**src/rtl/usec_pkg.sv**
```systemverilog
package usec_pkg;

  localparam int unsigned OFS_COUNT = 32'h10;
  localparam int unsigned OFS_RATIO = 32'h14;
  localparam int unsigned OFS_HOLD  = 32'h4C;

  typedef enum logic [1:0] {
    SEL_NONE  = 2'd0,
    SEL_COUNT = 2'd1,
    SEL_RATIO = 2'd2,
    SEL_HOLD  = 2'd3
  } reg_sel_e;

  function automatic reg_sel_e decode_ofs(input int unsigned ofs);
    case (ofs)
      OFS_COUNT: return SEL_COUNT;
      OFS_RATIO: return SEL_RATIO;
      OFS_HOLD:  return SEL_HOLD;
      default:   return SEL_NONE;
    endcase
  endfunction

endpackage

```
**src/rtl/usec_cfg_regs.sv**
```systemverilog
module usec_cfg_regs
  import usec_pkg::*;
#(
  parameter int unsigned DATA_W    = 32,
  parameter int unsigned FIELD_W   = 8,
  parameter logic [2*FIELD_W-1:0] RATIO_RST = 16'h000B
) (
  input  logic                   clk,
  input  logic                   rst,
  input  logic                   wr,
  input  reg_sel_e               sel,
  input  logic [DATA_W-1:0]      wdata,
  output logic [2*FIELD_W-1:0]   ratio_q,
  output logic                   hold_q,
  output logic                   ratio_wr
);

  localparam int unsigned RATIO_W = 2 * FIELD_W;

  logic hold_wr;
  logic unused_wdata_hi;

  assign ratio_wr = wr && (sel == SEL_RATIO);
  assign hold_wr  = wr && (sel == SEL_HOLD);
  assign unused_wdata_hi = ^wdata[DATA_W-1:RATIO_W];

  always_ff @(posedge clk) begin
    if (rst) begin
      ratio_q <= RATIO_RST;
      hold_q  <= 1'b0;
    end else begin
      if (ratio_wr) ratio_q <= wdata[RATIO_W-1:0];
      if (hold_wr)  hold_q  <= wdata[0];
    end
  end

endmodule

```
**src/rtl/usec_frac_accum.sv**
```systemverilog
module usec_frac_accum #(
  parameter int unsigned FIELD_W = 8
) (
  input  logic               clk,
  input  logic               rst,
  input  logic [FIELD_W-1:0] period_m1,
  input  logic [FIELD_W-1:0] ticks_m1,
  input  logic               clr,
  input  logic               hold,
  output logic               tick_nxt,
  output logic               tick_q
);

  localparam int unsigned ACC_W = FIELD_W + 1;
  localparam int unsigned SUM_W = FIELD_W + 2;

  logic [ACC_W-1:0] acc_q, acc_nxt;
  logic [SUM_W-1:0] sum, lim;
  logic             saturate;

  assign sum      = SUM_W'(acc_q) + SUM_W'(ticks_m1) + SUM_W'(1);
  assign lim      = SUM_W'(period_m1) + SUM_W'(1);
  assign saturate = ticks_m1 > period_m1;

  always_comb begin
    acc_nxt  = acc_q;
    tick_nxt = 1'b0;
    if (clr) begin
      acc_nxt = '0;
    end else if (!hold) begin
      if (saturate) begin
        acc_nxt  = '0;
        tick_nxt = 1'b1;
      end else if (sum >= lim) begin
        acc_nxt  = ACC_W'(sum - lim);
        tick_nxt = 1'b1;
      end else begin
        acc_nxt = ACC_W'(sum);
      end
    end
  end

  always_ff @(posedge clk) begin
    if (rst) begin
      acc_q  <= '0;
      tick_q <= 1'b0;
    end else begin
      acc_q  <= acc_nxt;
      tick_q <= tick_nxt;
    end
  end

endmodule

```
**src/rtl/usec_count.sv**
```systemverilog
module usec_count #(
  parameter int unsigned COUNT_W = 32
) (
  input  logic               clk,
  input  logic               rst,
  input  logic               inc,
  output logic [COUNT_W-1:0] count_q
);

  always_ff @(posedge clk) begin
    if (rst)      count_q <= '0;
    else if (inc) count_q <= count_q + COUNT_W'(1);
  end

endmodule

```
**src/rtl/usec_timebase.sv**
```systemverilog
module usec_timebase
  import usec_pkg::*;
#(
  parameter int unsigned ADDR_W    = 8,
  parameter int unsigned DATA_W    = 32,
  parameter int unsigned FIELD_W   = 8,
  parameter int unsigned COUNT_W   = 32,
  parameter logic [2*FIELD_W-1:0] RATIO_RST = 16'h000B
) (
  input  logic               clk,
  input  logic               rst,
  input  logic               reg_wr,
  input  logic [ADDR_W-1:0]  reg_addr,
  input  logic [DATA_W-1:0]  reg_wdata,
  output logic [DATA_W-1:0]  reg_rdata,
  output logic               tick_o,
  output logic [COUNT_W-1:0] count_o
);

  localparam int unsigned RATIO_W = 2 * FIELD_W;

  reg_sel_e           sel;
  logic [RATIO_W-1:0] ratio_q;
  logic               hold_q;
  logic               ratio_wr;
  logic               tick_nxt;
  logic [COUNT_W-1:0] count_q;

  assign sel = decode_ofs(int'(reg_addr));

  usec_cfg_regs #(
    .DATA_W(DATA_W), .FIELD_W(FIELD_W), .RATIO_RST(RATIO_RST)
  ) u_regs (
    .clk(clk), .rst(rst), .wr(reg_wr), .sel(sel), .wdata(reg_wdata),
    .ratio_q(ratio_q), .hold_q(hold_q), .ratio_wr(ratio_wr)
  );

  usec_frac_accum #(.FIELD_W(FIELD_W)) u_accum (
    .clk(clk), .rst(rst),
    .period_m1(ratio_q[FIELD_W-1:0]),
    .ticks_m1(ratio_q[RATIO_W-1:FIELD_W]),
    .clr(ratio_wr), .hold(hold_q),
    .tick_nxt(tick_nxt), .tick_q(tick_o)
  );

  usec_count #(.COUNT_W(COUNT_W)) u_count (
    .clk(clk), .rst(rst), .inc(tick_nxt), .count_q(count_q)
  );

  assign count_o = count_q;

  always_ff @(posedge clk) begin
    if (rst) begin
      reg_rdata <= '0;
    end else begin
      case (sel)
        SEL_COUNT: reg_rdata <= DATA_W'(count_q);
        SEL_RATIO: reg_rdata <= DATA_W'(ratio_q);
        SEL_HOLD:  reg_rdata <= DATA_W'(hold_q);
        default:   reg_rdata <= '0;
      endcase
    end
  end

endmodule

```
**config.mk**
```make
export PLATFORM = sky130hd
export DESIGN_NAME = usec_timebase
export DESIGN_NICKNAME = d
export VERILOG_FILES = /design/src/rtl/usec_pkg.sv /design/src/rtl/usec_cfg_regs.sv /design/src/rtl/usec_frac_accum.sv /design/src/rtl/usec_count.sv /design/src/rtl/usec_timebase.sv
export SDC_FILE = /design/constraint.sdc
export NUM_CORES = 1
export LEC_CHECK = 0
export ABC_AREA = 1
export BUFFER_PORTS_ARGS = -buffer_cell sky130_fd_sc_hd__buf_2
export CORE_MARGIN = 2
export CORE_UTILIZATION = 46
export DETAILED_ROUTE_END_ITERATION = 6
export GPL_TIMING_DRIVEN = 0
export PLACE_DENSITY = 0.78
export SLEW_MARGIN = 5
export SYNTH_ARGS = -nofsm -noshare
export SYNTH_HDL_FRONTEND = slang
export SYNTH_HIERARCHICAL = 1
export SYNTH_SLANG_ARGS = --single-unit
```
**constraint.sdc**
```tcl
create_clock -name clk -period 4.3 [get_ports clk]
set_input_delay 0.86 -clock clk [delete_from_list [all_inputs] [get_ports clk]]
set_output_delay 0.86 -clock clk [all_outputs]
set_load 0.02 [all_outputs]
```
==> summary.md, run 1 <==
| Metric | Value |
|---|---|
| Status | `finished, violations left` |
| Failing checks | `design-rule violations` |
| GRT Total Usage | `21.8%` |
| R2R depth | `25` |
| Num rows | `39` |
| Commonest non-fill, non-tap cell in the layout | `nand2_1` |
| Area grow syn2layout | `17.1%` |
| Worst setup SP type | `flop` |
| WS Path Type | `flop to flop` |
| Core ar. | `11500 sq um` |
| I/O pin count | `108` |
| Hold Crit Class | `flop to flop` |
| Nets | `984` |
| Most common cell on crit path | `nand2_1` |
| Worst R2R Start | `u_regs/ratio_q[8]` |
| Crit-path max cell delay | `0.41 ns` |
| R2R Setup Slk | `0.47 ns` |
| Post-route design area | `6410 sq um` |
| Hold buffer count at cts | `0` |
| Unique masters post-synth | `35` |
| Hold Vio Cnt, Final | `0` |
| First-pass GRT wire length | `22600 microns` |
| Crit path capture type | `flop` |
| Mean Syn Cell Area | `6.76 sq um` |
| CTS Buffer Depth | `2` |
| Cell Area, Synth | `5470 sq um` |
| Vias | `5214` |
| Layout cell share with drive strength beyond 1 | `20.1%` |
| Placed Cells incl. Taps | `1043` |
| Critical Path AT | `4.06 ns` |
| Top FF cell, synth | `dfxtp_1` |
| Syn Nets | `882` |
| Fill count | `1121` |
| Synth Area in Compound Gates | `7.16%` |
| Fin. max-slew vios | `0` |
| Max cap viols | `0` |
| CTS Root Cell | `clkbuf_16` |
| Post-DRT Antenna Nets | `0` |
| Largest net degree at the start of global routing | `16` |
| Cts repair resizes | `0` |
| Sequential element share of the synthesized area | `33.3%` |
| Routability cong. | `0.898` |
| Post-DP HPWL | `10400 microns` |
| CP startpoint | `u_regs/ratio_q[8]` |
| Vias in the first global route | `4787` |
| IO Port Bufs | `91` |
| CTS Buf Count | `9` |
| Critical path data required time | `4.53 ns` |
| Clk_lat worst skew | `0.34 ns` |
| Tcrit/Tclk final | `89.0%` |
| Wire length per cell | `13.0 microns` |
| Die area | `12800 sq um` |
| Total negative slack | `0 ns` |
| Number of synthesized flops with an enable pin | `0` |
| Setup crit end | `u_count/count_q[28]` |
| Mux cell area share after synthesis | `0%` |
| Setup Skew | `0.00792 ns` |
| Slew Limit Headroom | `63.0%` |
| Simple-gate share of the synthesized area | `39.4%` |
| Seq cells post-synth | `91` |
| Leak Pwr | `3.23 nW` |
| Fmax achieved | `261 MHz` |
| Die Y | `113 microns` |
| Number of post-CTS setup repair buffers | `0` |
| Crit path time final | `3.83 ns` |
| Post-Layout Cell Count | `1058` |
| Unrepaired setup endpoints after global routing | `no` |
| Initial Util | `47.5%` |
| Cell area power density | `410 nW/um^2` |
| Die width | `113 microns` |
| Post-DP Area | `6110 sq um` |
| Endpoints failing setup | `0` |
| Remaining Overflow, GRT | `0` |
| Async S/R FF share, synth | `0%` |
| Cells after synthesis | `809` |
| Util after Layout | `55.6%` |
| Worst path slowest cell | `fa_1` |
| Drt drc | `4` |
| WL final | `13800 microns` |
| Vias/cell | `4.93` |
| Most frequent cells in the layout | `nand2_1 (213), inv_1 (114), nor2_1 (102), buf_2 (95), dfxtp_1 (91)` |
| Clk sinks | `91` |
| Initial antenna violation count | `0` |
| Tightest Pin Transition | `0.555 ns` |
| YS warnings | `6` |
| DR iter-0 viols | `398` |
| Main combinational cell family by area after synthesis | `simple AND/OR/NAND/NOR gates` |
| Router iterations before antenna repair | `7` |
| Xor/xnor cell area share of the yosys netlist | `2.40%` |
| Clock Pin Slew Worst Setup and Hold Paths | `0.07 ns` |
| N_diodes | `0` |
| Worst VDD drop | `0.000191 V` |
| Adder-Cell Fraction of Synth Area | `7.13%` |
| H-tree levels | `3` |
| Reg2reg end | `u_count/count_q[28]` |
| CTS tree | `yes` |
| CP max FO | `10` |
[worst max-delay path: cells and delay by family (launching register included)]
family          cells  cell delay (ns)
simple gates       16             1.69
fa+ha+maj           3             0.98
buf+inv             4             0.42
flops               1             0.35
xor+xnor            1             0.16
compound gates      1             0.11
[cells by family (layout without fill, tap and decap cells)]
logic type,after synthesis,count (layout)
simple gates,466,466
buf+inv,137,243
flops,91,91
compound gates,70,70
fa+ha+maj,30,30
xor+xnor,15,15
[layout make-up]
| type | count | area [sq um] | area share, % |
|---|---|---|---|
| plain buffers | 17 | 129 | 2.01 |
| clock buffers | 10 | 239 | 3.73 |
| clock inverters | 5 | 61.3 | 0.957 |
| inverters | 120 | 453 | 7.07 |
| multi-input cells | 581 | 3070 | 47.9 |
| flip-flops and latches | 91 | 1820 | 28.4 |
| well taps | 143 | 179 | 2.79 |
| repair buffers | 91 | 455 | 7.11 |
[power by group]
| part | internal (mW) | total (mW) | switching (mW) | leakage (nW) |
|---|---|---|---|---|
| clock | 0.467 | 0.808 | 0.340 | 0.149 |
| combinational | 0.333 | 0.888 | 0.556 | 2.34 |
| sequential | 0.893 | 0.931 | 0.0379 | 0.736 |
| total | 1.69 | 2.63 | 0.934 | 3.23 |
[per-stage QoR]
step           hold WS (ns)  power, mW  setup slack, ns
2_1_floorplan         0.445       1.64            0.989
3_3_place_gp          0.450       1.81            0.540
3_5_place_dp          0.459       1.83            0.483
4_1_cts               0.472       2.64            0.469
5_1_grt               0.493       2.79            0.122
6_report              0.472       2.63            0.471
[layer usage]
metal	vias up	global-route usage [%]	part of all wire, %
met1	2279	30.6	48
li1	2748	-	-
met3	26	3.86	6.8
met5	-	0	0
met4	0	6.99	2.1
met2	161	34.0	43
[how the worst min path moves through the flow]
stage                     cells after the start                 from                to  slack (ns)
after floorplan                               2     u_accum/acc_q[0]  u_accum/acc_q[0]        0.45
after global placement                        2  u_count/count_q[31]     reg_rdata[31]        0.45
after detailed placement                      2  u_count/count_q[31]     reg_rdata[31]        0.46
after CTS                                     2     u_accum/acc_q[4]  u_accum/acc_q[4]        0.47
after global routing                          2  u_count/count_q[31]     reg_rdata[31]        0.49
final                                         2     u_accum/acc_q[2]  u_accum/acc_q[2]        0.47
[cell usage after synthesis, types with 2 or more instances]
master / instances / area (sq um)
a21oi_1: 47 / 235
a21oi_2: 6 / 52.6
buf_1: 2 / 7.51
buf_2: 4 / 20.0
buf_6: 8 / 90.1
clkbuf_1: 3 / 11.3
clkinv_1: 2 / 7.51
dfxtp_1: 91 / 1820
fa_1: 2 / 40.0
ha_1: 28 / 350
inv_1: 114 / 428
inv_2: 3 / 11.3
nand2_1: 213 / 800
nand2_2: 22 / 138
nand3_1: 72 / 360
nand3_2: 5 / 50.1
nand3_4: 2 / 35.0
nand4_1: 20 / 125
nor2_1: 102 / 383
nor2_2: 11 / 68.8
nor2_4: 12 / 135
nor3_1: 2 / 10.0
o21a_1: 2 / 15.0
o21ai_0: 10 / 50.1
o21bai_1: 3 / 22.5
xnor2_1: 8 / 70.1
xor2_1: 7 / 61.3
[state kept, by name, summed over array words and instances (netlist names)]
name and cells:
u_accum/acc_q 9, reg_rdata 32, u_regs/ratio_q 16, u_count/count_q 32, u_regs/hold_q 1, u_accum/tick_q 1
No activity file was read; power rests on OpenSTA's default activity.
==> run 2: changes to the inputs <==
- SETUP_SLACK_MARGIN: unset -> 0.5
==> summary.md, run 2 (synthesized netlist as in run 1, its figures left out) <==
| Metric | Value |
|---|---|
| Crit path capture type | `flop` |
| Unrepaired setup endpoints after global routing | `no` |
| Layout cell share with drive strength beyond 1 | `22.6%` |
| Router iterations before antenna repair | `7` |
| Fin worst setup slack | `0.728 ns` |
| GRT Total Usage | `21.8%` |
| Nets | `993` |
| IO Port Bufs | `91` |
| Total power | `2.77 mW` |
| Critical Path AT | `3.81 ns` |
| Largest net degree at the start of global routing | `16` |
| Fin. max-slew vios | `0` |
| Die Y | `113 microns` |
| Remaining Overflow, GRT | `0` |
| Status | `finished, violations left` |
| Worst VDD drop | `0.000189 V` |
| Tcrit/Tclk final | `83.1%` |
| Hold Vio Cnt, Final | `0` |
| DR iter-0 viols | `426` |
| Total negative slack | `0 ns` |
| Wire length per cell | `13.1 microns` |
| Routability cong. | `0.898` |
| Vias | `5290` |
| Biggest registers after layout | `reg_rdata (32), u_count/count_q (32), u_regs/ratio_q (16)` |
| Failing checks | `design-rule violations` |
| Fmax achieved | `280 MHz` |
| Die width | `113 microns` |
| CTS Root Cell | `clkbuf_16` |
| Setup WS pre-CTS | `0.483 ns` |
| I/O pin count | `108` |
| WS Path Type | `flop to flop` |
| Vias/cell | `4.96` |
| Setup Skew | `0.00758 ns` |
| Vias in the first global route | `4790` |
| H-tree levels | `3` |
| Num rows | `39` |
| WL final | `14000 microns` |
| CTS tree | `yes` |
| Initial Util | `47.5%` |
| Area grow syn2layout | `19.6%` |
| Most frequent cells in the layout | `nand2_1 (212), inv_1 (112), nor2_1 (101), buf_2 (95), dfxtp_1 (85)` |
| Clk_lat worst skew | `0.34 ns` |
| Tightest Pin Transition | `0.521 ns` |
| Cell area power density | `423 nW/um^2` |
| Clk sinks | `91` |
| CTS Buffer Depth | `2` |
| Die area | `12800 sq um` |
| N_diodes | `0` |
| Worst setup SP type | `flop` |
| Post-DRT Antenna Nets | `0` |
| Crit path time final | `3.57 ns` |
| CP max FO | `7` |
| Leak Pwr | `3.28 nW` |
| Clock Pin Slew Worst Setup and Hold Paths | `0.07 ns` |
| Max cap viols | `0` |
| Slew Limit Headroom | `65.2%` |
| Critical path data required time | `4.53 ns` |
| Drt drc | `4` |
| Post-DP HPWL | `10400 microns` |
| Initial antenna violation count | `0` |
| CTS Buf Count | `9` |
| Commonest non-fill, non-tap cell in the layout | `nand2_1` |
| Hold Crit Class | `flop to flop` |
| R2R Setup Slk | `0.73 ns` |
| Hold buffer count at cts | `0` |
| Endpoints failing setup | `0` |
| Core ar. | `11500 sq um` |
| Hold slack | `0.472 ns` |
| First-pass GRT wire length | `22600 microns` |
## run 2: cell count changes in the layout (fill, tap and decap cells not counted), sizes merged
cell,previous run,this run
buf,105,114
## run 2: through the flow
| stage | instance area (sq um) | cells | utilization (%) |
|---|---|---|---|
| 2_1_floorplan | 5470 | 809 | - |
| 3_3_place_gp | 6110 | 1043 | 53.0 |
| 3_5_place_dp | 6110 | 1043 | 53.0 |
| 4_1_cts | 6420 | 1058 | 55.7 |
| 5_1_grt | 6550 | 1067 | 56.9 |
| 6_report | 6550 | 1067 | 56.9 |
## run 2: final timing paths
path / endpoint / cells past startpoint / startpoint
setup / recovery: u_count/count_q[28] / 26 / u_regs/ratio_q[8]
hold / removal: u_accum/acc_q[2] / 2 / u_accum/acc_q[2]
setup reg to reg: u_count/count_q[28] / 26 / u_regs/ratio_q[8]
hold reg to reg: u_accum/acc_q[2] / 2 / u_accum/acc_q[2]
## run 2: area by class of cell
| type | count | area, sq um |
|---|---|---|
| buffer | 17 | 129 |
| multi-input combinational | 581 | 3130 |
| sequential | 91 | 1830 |
| inverter | 120 | 453 |
| clock inverter | 5 | 61.3 |
| fill | 1103 | 4970 |
| timing repair buffer | 100 | 523 |
| tap | 143 | 179 |
| clock buffer | 10 | 239 |
## run 2: worst max-delay path, stage by stage, from the launching register on
cell and delay, ns:
dfxtp_2 0.34, inv_2 0.06, ha_2 0.19, fa_2 0.37, inv_2 0.07, nand3_1 0.10
nand3_1 0.09, nand2_1 0.05, nand2_1 0.09, inv_1 0.08, ha_4 0.28, nand2_1 0.07
nor2_2 0.15, nand2_1 0.09, nand3_2 0.10, nand2_4 0.07, nand3_4 0.10, o21bai_1 0.10
nor2_1 0.15, buf_6 0.15, nand2_2 0.08, nor2_4 0.17, nand3_4 0.17, nor2_4 0.17
nand3_1 0.08, nand2_1 0.06, nor2_1 0.04
## run 2: timing repair
action,in CTS,in global routing
pin swaps,2,8
endpoints found under the setup margin,2,28
setup buffers,0,9
resized for setup,2,18
## run 2: where the power goes
part | switching (mW) | internal, mW | total, mW
Sequential | 0.0383 | 0.893 | 0.931
Combinational | 0.597 | 0.436 | 1.03
Clock | 0.340 | 0.467 | 0.808
Total | 0.975 | 1.80 | 2.77
## run 2: layer usage
layer	track usage, %	wire, microns	vias to the layer above
met1	30.6	6700	2333
met4	6.99	249	0
met2	34.0	6100	171
met5	0	0	-
li1	-	-	2765
met3	3.86	967	21
